`src/rtl/fpsr_pkg.sv`:
```
package fpsr_pkg;
  localparam int NEXC      = 5;
  localparam int RM_W      = 2;
  localparam int RM_LSB    = 0;
  localparam int FLAG_LSB  = RM_LSB + RM_W;
  localparam int EN_LSB    = FLAG_LSB + NEXC;
  localparam int CAUSE_LSB = EN_LSB + NEXC;
  localparam int RSVD_BIT  = CAUSE_LSB + NEXC;
  localparam int FLUSH_BIT = RSVD_BIT + 1;
  localparam int CSR_W     = FLUSH_BIT + 1;
  localparam int CODE_W    = 12;

  localparam logic [CSR_W-1:0] WR_MASK  = ~(CSR_W'(1) << RSVD_BIT);
  localparam logic [RM_W-1:0]  RM_TOZERO = 2'b01;
  localparam logic [CODE_W-1:0] TRAP_CODE = 12'h120;

  typedef enum logic [2:0] {
    EXC_INEXACT = 3'd0,
    EXC_UNDER   = 3'd1,
    EXC_OVER    = 3'd2,
    EXC_DIVZ    = 3'd3,
    EXC_INVALID = 3'd4
  } exc_idx_e;
endpackage

```
`src/rtl/fpsr_exc_shape.sv`:
```
module fpsr_exc_shape
  import fpsr_pkg::*;
(
  input  logic [NEXC-1:0] raw_exc,
  input  logic            approx,
  output logic [NEXC-1:0] eff_exc
);
  always_comb begin
    eff_exc = raw_exc;
    if (approx && (raw_exc == '0))
      eff_exc[EXC_INEXACT] = 1'b1;
  end
endmodule

```
`src/rtl/fpsr_trap_eval.sv`:
```
module fpsr_trap_eval #(
  parameter int N = 5
) (
  input  logic [N-1:0] cause,
  input  logic [N-1:0] enable,
  output logic         hit
);
  logic [N-1:0] armed;
  for (genvar i = 0; i < N; i++) begin : g_bit
    assign armed[i] = cause[i] & enable[i];
  end
  assign hit = |armed;
endmodule

```
`src/rtl/fpsr_mode_dec.sv`:
```
module fpsr_mode_dec
  import fpsr_pkg::*;
(
  input  logic [CSR_W-1:0] word,
  output logic             to_zero,
  output logic             flush
);
  assign to_zero = (word[RM_LSB +: RM_W] == RM_TOZERO);
  assign flush   = word[FLUSH_BIT];
endmodule

```
`src/rtl/fpsr_core.sv`:
```
module fpsr_core
  import fpsr_pkg::*;
(
  input  logic              clk,
  input  logic              rst_n,
  input  logic              wr_en,
  input  logic [CSR_W-1:0]  wr_data,
  input  logic              upd_valid,
  output logic              upd_ready,
  input  logic [NEXC-1:0]   upd_exc,
  input  logic              upd_approx,
  output logic [CSR_W-1:0]  csr_q,
  output logic              rnd_to_zero,
  output logic              flush_zero,
  output logic              trap_req,
  output logic [CODE_W-1:0] trap_code
);
  logic [CSR_W-1:0] csr_r, csr_nx;
  logic [NEXC-1:0]  new_cause;
  logic             hit;
  logic             take_upd;
  logic             trap_r;

  assign upd_ready = ~wr_en;
  assign take_upd  = upd_valid & upd_ready;

  fpsr_exc_shape u_shape (
    .raw_exc (upd_exc),
    .approx  (upd_approx),
    .eff_exc (new_cause)
  );

  fpsr_trap_eval #(.N(NEXC)) u_trap (
    .cause  (new_cause),
    .enable (csr_r[EN_LSB +: NEXC]),
    .hit    (hit)
  );

  always_comb begin
    csr_nx = csr_r;
    if (wr_en) begin
      csr_nx = wr_data & WR_MASK;
    end else if (take_upd) begin
      csr_nx[CAUSE_LSB +: NEXC] = new_cause;
      csr_nx[FLAG_LSB +: NEXC]  = csr_r[FLAG_LSB +: NEXC] | new_cause;
    end
  end

  always_ff @(posedge clk) begin
    if (!rst_n) begin
      csr_r  <= '0;
      trap_r <= 1'b0;
    end else begin
      csr_r  <= csr_nx;
      trap_r <= take_upd & hit;
    end
  end

  fpsr_mode_dec u_mode (
    .word    (csr_r),
    .to_zero (rnd_to_zero),
    .flush   (flush_zero)
  );

  assign csr_q     = csr_r;
  assign trap_req  = trap_r;
  assign trap_code = trap_r ? TRAP_CODE : '0;
endmodule

```
`config.mk`:
```
export PLATFORM = sky130hd
export DESIGN_NAME = fpsr_core
export DESIGN_NICKNAME = d
export VERILOG_FILES = /design/src/rtl/fpsr_pkg.sv /design/src/rtl/fpsr_exc_shape.sv /design/src/rtl/fpsr_trap_eval.sv /design/src/rtl/fpsr_mode_dec.sv /design/src/rtl/fpsr_core.sv
export SDC_FILE = /design/constraint.sdc
export NUM_CORES = 1
export LEC_CHECK = 0
export ABC_AREA = 1
export CAP_MARGIN = 20
export CORE_MARGIN = 2
export CORE_UTILIZATION = 37
export CTS_CLUSTER_SIZE = 12
export DETAILED_ROUTE_END_ITERATION = 16
export PLACE_DENSITY = 0.94
export SYNTH_ARGS = -nofsm -noshare
export SYNTH_HDL_FRONTEND = slang
export SYNTH_SLANG_ARGS = --single-unit
```
`constraint.sdc`:
```
create_clock -name clk -period 1.5 [get_ports clk]
set_clock_uncertainty 0.15 [all_clocks]
set_input_delay 0.225 -clock clk [delete_from_list [all_inputs] [get_ports clk]]
set_output_delay 0.225 -clock clk [all_outputs]
set_load 0.1 [all_outputs]
```
==> flow_metrics.env, run 1 <==
export IMPL_final_nets=212
export IMPL_port_buffers=51
export IMPL_finalNonFillerCells=212
export IMPL_first_iter_violations=12
export IMPL_power_leakage_nw=0.778
export IMPL_critPathLaunch="csr_q[0]"
export IMPL_synth_compound_area_share_pct=9.92
export IMPL_core_area_mm2=0.00243
export IMPL_grt_pass1_wl_um=3880
export IMPL_criticalPathCategory="reg2out"
export IMPL_placed_cells=208
export IMPL_synth_warnings=0
export IMPL_fp_dieH_um=54.2
export IMPL_routed_wl_um=2460
export IMPL_drv_cap=0
export IMPL_synth_edf_count=0
export IMPL_grt_pass1_vias=878
export IMPL_clkLatencyLatePin_ns=0.29
export IMPL_cts_root_buf="clkbuf_4"
export IMPL_ys_top_cells_by_count="nand2_1, dfxtp_1, nor2_1, buf_4, inv_1"
export IMPL_wl_per_cell_um=11.6
export IMPL_vias=960
export IMPL_path_clk_slew_ns=0.10
export IMPL_first_pass_iters=4
export IMPL_synth_top_family_by_area="simple AND/OR/NAND/NOR gates"
export IMPL_clk_path_buf_depth=2
export IMPL_die_x_um=54.2
export IMPL_fin_ws_ns=0.0918
export IMPL_gp_congestion=0.716
export IMPL_grt_ovfl_total=0
export IMPL_yosys_area_share_simple_pct=28.2
export IMPL_hold_viol=0
export IMPL_r2r_slack_ns=0.59
export IMPL_stdcell_area_mm2=0.00170
export IMPL_min_period_over_period_pct=93.9
export IMPL_reg2reg_depth=4
export IMPL_drcViolationCount=0
export IMPL_antenna_found_initial=0
export IMPL_crit_path_start_kind="flip-flop"
export IMPL_synth_xor_area_share_pct=0
export IMPL_numCtsBuffers=3
export IMPL_ir_worst_vdd_mv=0.564
export IMPL_cts_resized=1
export IMPL_initial_core_util_pct=38.4
export IMPL_synth_seq_area_share_pct=40.8
export IMPL_grt_total_usage_pct=18.1
export IMPL_outcome="finished clean"
export IMPL_post_cts_buffers=0
export IMPL_synthAdderAreaFrac_pct=0
export IMPL_cp_required_ns=1.12
export IMPL_setup_viol=0
export IMPL_fin_util_pct=70.0
export IMPL_n_antenna_cell=0
export IMPL_ys_types=18
export IMPL_vias_per_cell=4.53
export IMPL_syn2layout_area_growth_pct=82.4
export IMPL_place_ws_ns=-0.0733
export IMPL_grt_max_degree=14
export IMPL_r2r_end="trap_req"
export IMPL_fmax_mhz=710
export IMPL_timing_final_crit_period_ns=1.41
export IMPL_drv_slew=0
export IMPL_worstPathArrival_ns=1.03
export IMPL_finalHoldWorstSlack_ns=0.361
export IMPL_synth_area_leaders="dfxtp_1, nand2_1, buf_4"
export IMPL_yosysMostFrequentCell="nand2_1"
export IMPL_placed_area_mm2=0.00168
export IMPL_tritoncts="yes"
export IMPL_synth_top_area_share_pct=40.8
export IMPL_timing_rr_start="csr_q[11]"
export IMPL_postRouteAntennaNets=0
export IMPL_drive_gt1_share_pct=24.7
export IMPL_numClockSinks=19
export IMPL_ys_ff_latch=19
export IMPL_p_per_area_mw_per_mm2=951
export IMPL_total_power_mw=1.62
export IMPL_avgSynthCellArea_um2=7.35
export IMPL_async_flop_share_pct=0
export IMPL_endpoint="rnd_to_zero"
export IMPL_cp_max_fo=2
export IMPL_netlist_instances=127
export IMPL_min_path_type="in2reg"
export IMPL_netlist_area_um2=933
export IMPL_ctsHoldBuffers=0
export IMPL_ys_flop_type="dfxtp_1"
export IMPL_critPathCaptureType="output pin"
export IMPL_cts_htree_levels=1
export IMPL_io_pins=64
export IMPL_grt_setup_unrepaired="no"
export IMPL_synth_mux_area_share_pct=0
export IMPL_die_area_mm2=0.00294
export IMPL_fin_tns_setup_ns=0
export IMPL_yosys_area_top_type="dfxtp_1"
export IMPL_dpl_hpwl_um=2050
export IMPL_rows=18
export IMPL_hp_start="wr_data[18]"
-- report_power, final --
part	leakage, nW	internal, mW	switching [mW]
Combinational	0.604	0.261	0.523
Sequential	0.159	0.541	0.0428
Clock	0.0150	0.103	0.149
Total	0.778	0.904	0.715
-- registers in the layout, indices dropped and copies added, names as in the netlist --
name	count
trap_req	1
csr_q	18
-- placed cells by master (no fill, tap or decap) --
master	synthesis	final
nand2_1	29	29
clkdlybuf4s50_1	0	26
buf_12	1	24
nor2_1	19	18
dfxtp_1	19	16
inv_1	11	11
conb_1	1	11
o21ai_0	10	10
buf_4	14	8
nand3_1	6	6
nand2_2	4	4
a31oi_1	4	4
clkbuf_4	0	3
dfxtp_2	0	3
nor2_4	1	2
a21oi_1	2	2
nor3_2	1	1
nand4_1	1	1
a22oi_1	1	1
clkbuf_1	0	1
dlygate4sd2_1	0	1
-- worst min path at each step --
stage               cells after the start   endpoint  slack, ns
floorplan                               2   csr_q[0]       0.21
finish                                  3  csr_q[18]       0.36
CTS                                     3  csr_q[18]       0.35
global placement                        2   trap_req       0.36
global route                            3   csr_q[7]       0.37
detailed placement                      2   csr_q[5]       0.36
-- critical path, cell delays in order, from the launching register on --
cell and delay (ns):
dfxtp_2 0.37, inv_1 0.09, nor2_4 0.11, buf_12 0.18
-- per-layer routing --
layer	vias to the layer above	track usage [%]	part of all wire (%)
met1	433	20.2	40
met5	-	0	0
met3	2	4.37	6.9
met2	40	34.7	52
li1	485	-	-
met4	0	2.92	0.24
-- cell families (layout without fill, tap and decap cells) --
logic type,after synthesis,after routing
AND/OR/NAND/NOR,61,61
flip-flops,19,19
AO/OA/AOI/OAI,17,17
buffers and inverters,29,74
other,1,11
-- final cells by class --
cell class | instances | area [um^2]
repair buffers | 59 | 810
fillers | 180 | 729
multi-input cells | 89 | 404
flip-flops and latches | 19 | 384
inverters | 11 | 41.3
well taps | 30 | 37.5
clock buffers | 4 | 26.3
No activity file was read; power rests on OpenSTA's default activity.
==> run 2, diff against run 1 <==
--- a/config.mk
+++ b/config.mk
@@ -7,7 +7,8 @@
 export LEC_CHECK = 0
 export ABC_AREA = 1
 export CAP_MARGIN = 20
-export CORE_MARGIN = 2
+export CORE_ASPECT_RATIO = 1.2
+export CORE_MARGIN = 10
 export CORE_UTILIZATION = 37
 export CTS_CLUSTER_SIZE = 12
 export DETAILED_ROUTE_END_ITERATION = 16
==> run 2 against run 1 <==
Sequential share of layout area fell by 0.26 points. Core utilization up 3.2 points. Register-to-register slack hardly changed. Cell area increased by 1.2%. Hold slack worse by 0.0060 ns. Flip-flop and latch count did not move. Non-clock buffer count grew 2. Critical path depth is the same. Sequential power is essentially flat. Clock power about the same.
==> flow_metrics.env, run 2 (synthesis results as in run 1) <==
export IMPL_outcome="finished clean"
export IMPL_most_common_layout_cells="nand2_1, clkdlybuf4s50_1, buf_12"
export IMPL_grtUsageMet2_pct=23.2
export IMPL_numClockSinks=19
export IMPL_path_clk_slew_ns=0.10
export IMPL_r2r_slack_ns=0.58
export IMPL_hp_start="wr_data[10]"
export IMPL_die_x_um=65.9
export IMPL_initial_core_util_pct=39.7
export IMPL_fp_dieH_um=75.0
export IMPL_core_area_mm2=0.00235
export IMPL_critPathCaptureType="output pin"
export IMPL_grt_busiest_layer="met2"
export IMPL_cp_required_ns=1.12
export IMPL_p_per_area_mw_per_mm2=948
export IMPL_final_nets=214
export IMPL_gp_congestion=0.807
export IMPL_min_period_over_period_pct=94.6
export IMPL_syn2layout_area_growth_pct=84.6
export IMPL_fmax_mhz=705
export IMPL_port_buffers=51
export IMPL_crit_chain="inv_1 -> nor2_4 -> buf_12"
export IMPL_min_path_cells=3
export IMPL_routed_wl_um=3220
export IMPL_clk_path_buf_depth=2
export IMPL_setup_viol=0
export IMPL_fillers=157
export IMPL_layout_commonest_cell="nand2_1"
export IMPL_timing_rr_start="csr_q[10]"
export IMPL_antenna_found_initial=0
export IMPL_wl_per_cell_um=15.0
export IMPL_finalNonFillerCells=215
export IMPL_dpl_hpwl_um=2640
export IMPL_clkLatencyLatePin_ns=0.30
export IMPL_placed_cells=210
export IMPL_worstPathArrival_ns=1.04
export IMPL_largest_reg_flops=18
export IMPL_min_path_type="in2reg"
export IMPL_r2r_end="trap_req"
export IMPL_grt_ovfl_total=0
export IMPL_slowest_delay_ns=0.37
export IMPL_grt_max_degree=14
export IMPL_hold_end="csr_q[10]"
export IMPL_postRouteAntennaNets=0
export IMPL_ctsHoldBuffers=0
export IMPL_n_antenna_cell=0
export IMPL_numCtsBuffers=3
export IMPL_drcViolationCount=0
export IMPL_stdcell_area_mm2=0.00172
export IMPL_grt_total_usage_pct=13.2
export IMPL_power_leakage_nw=0.783
export IMPL_rows=19
export IMPL_fin_tns_setup_ns=0
export IMPL_crit_slowest_cell="dfxtp_2"
export IMPL_hold_viol=0
export IMPL_vias_per_cell=4.77
export IMPL_cp_max_fo=2
export IMPL_cts_htree_levels=1
export IMPL_criticalPathCategory="reg2out"
export IMPL_cts_root_buf="clkbuf_4"
export IMPL_first_iter_violations=39
export IMPL_tritoncts="yes"
export IMPL_grtUsageMet1_pct=13.7
export IMPL_grt_setup_unrepaired="no"
export IMPL_vias=1025
export IMPL_grt_pass1_vias=1046
export IMPL_first_pass_iters=4
export IMPL_reg2reg_depth=4
export IMPL_crit_path_start_kind="flip-flop"
export IMPL_drv_cap=0
export IMPL_timing_final_crit_period_ns=1.42
export IMPL_io_pins=64
export IMPL_ir_worst_vdd_mv=0.714
export IMPL_finalHoldWorstSlack_ns=0.355
export IMPL_drive_gt1_share_pct=26.1
export IMPL_die_area_mm2=0.00494
export IMPL_placed_area_mm2=0.00169
export IMPL_drv_slew=0
export IMPL_use_met3_pct=6.08
export IMPL_grt_pass1_wl_um=5060
run 2: cell types whose count changed in the layout (fill, tap and decap cells not counted), sizes merged:
| cell | previous run | this run |
|---|---|---|
| inv | 11 | 10 |
| clkinvlp | 0 | 1 |
| buf | 32 | 34 |
run 2: worst max-delay path by stage:
stage / start / end / slack, ns / depth (start not counted)
after floorplan: csr_q[1] / rnd_to_zero / -0.18 / 1
after global placement: wr_en / upd_ready / -0.1 / 3
after detailed placement: wr_en / csr_q[5] / -0.14 / 5
after CTS: csr_q[0] / rnd_to_zero / 0.07 / 3
after global routing: csr_q[0] / rnd_to_zero / 0.04 / 3
final: csr_q[0] / rnd_to_zero / 0.08 / 3
run 2: routing by layer:
layer  up-vias  wire (um)
met2        48       1710
met4         0         53
li1        490          -
met1       480       1170
met5         -          0
met3         7        289
run 2: critical path, delay by kind of cell (launching register included):
| kind | cells | cell delay, ns |
|---|---|---|
| AND/OR/NAND/NOR | 1 | 0.11 |
| flip-flops | 1 | 0.37 |
| buffers and inverters | 2 | 0.26 |
run 2: layout make-up:
class / instances / area, um^2 / area share, %
clock buffers: 4 / 26.3 / 1.53
inverters: 11 / 45.0 / 2.61
multi-input cells: 89 / 404 / 23.5
flip-flops and latches: 19 / 384 / 22.3
well taps: 31 / 38.8 / 2.25
repair buffers: 61 / 825 / 47.9
run 2: timing repair:
item,in CTS,in global routing
resized for setup,2,0
setup buffers,1,0
endpoints found under the setup margin,1,0
hold endpoints to repair,0,0
run 2: per-stage QoR:
step | power [mW] | utilization [%] | setup WS [ns]
after detailed placement | 1.39 | 71.7 | -0.137
after global routing | 1.69 | 73.2 | 0.0374
final | 1.63 | 73.2 | 0.0807
after floorplan | 1.11 | - | -0.181
after CTS | 1.64 | 73.2 | 0.0670
after global placement | 1.38 | 71.7 | -0.0987
run 2: report_power, final:
| group | internal, mW | leakage, nW | switching (mW) | total [mW] |
|---|---|---|---|---|
| Sequential | 0.541 | 0.159 | 0.0443 | 0.585 |
| Combinational | 0.264 | 0.609 | 0.530 | 0.794 |
| Clock | 0.104 | 0.0150 | 0.151 | 0.255 |
==> run 3, diff against run 2 <==
--- a/config.mk
+++ b/config.mk
@@ -13,6 +13,7 @@
 export CTS_CLUSTER_SIZE = 12
 export DETAILED_ROUTE_END_ITERATION = 16
 export PLACE_DENSITY = 0.94
+export SLEW_MARGIN = 20
 export SYNTH_ARGS = -nofsm -noshare
 export SYNTH_HDL_FRONTEND = slang
 export SYNTH_SLANG_ARGS = --single-unit
==> results of run 3 <==
The final DEF is identical to that of run 2; final timing and power are the same.
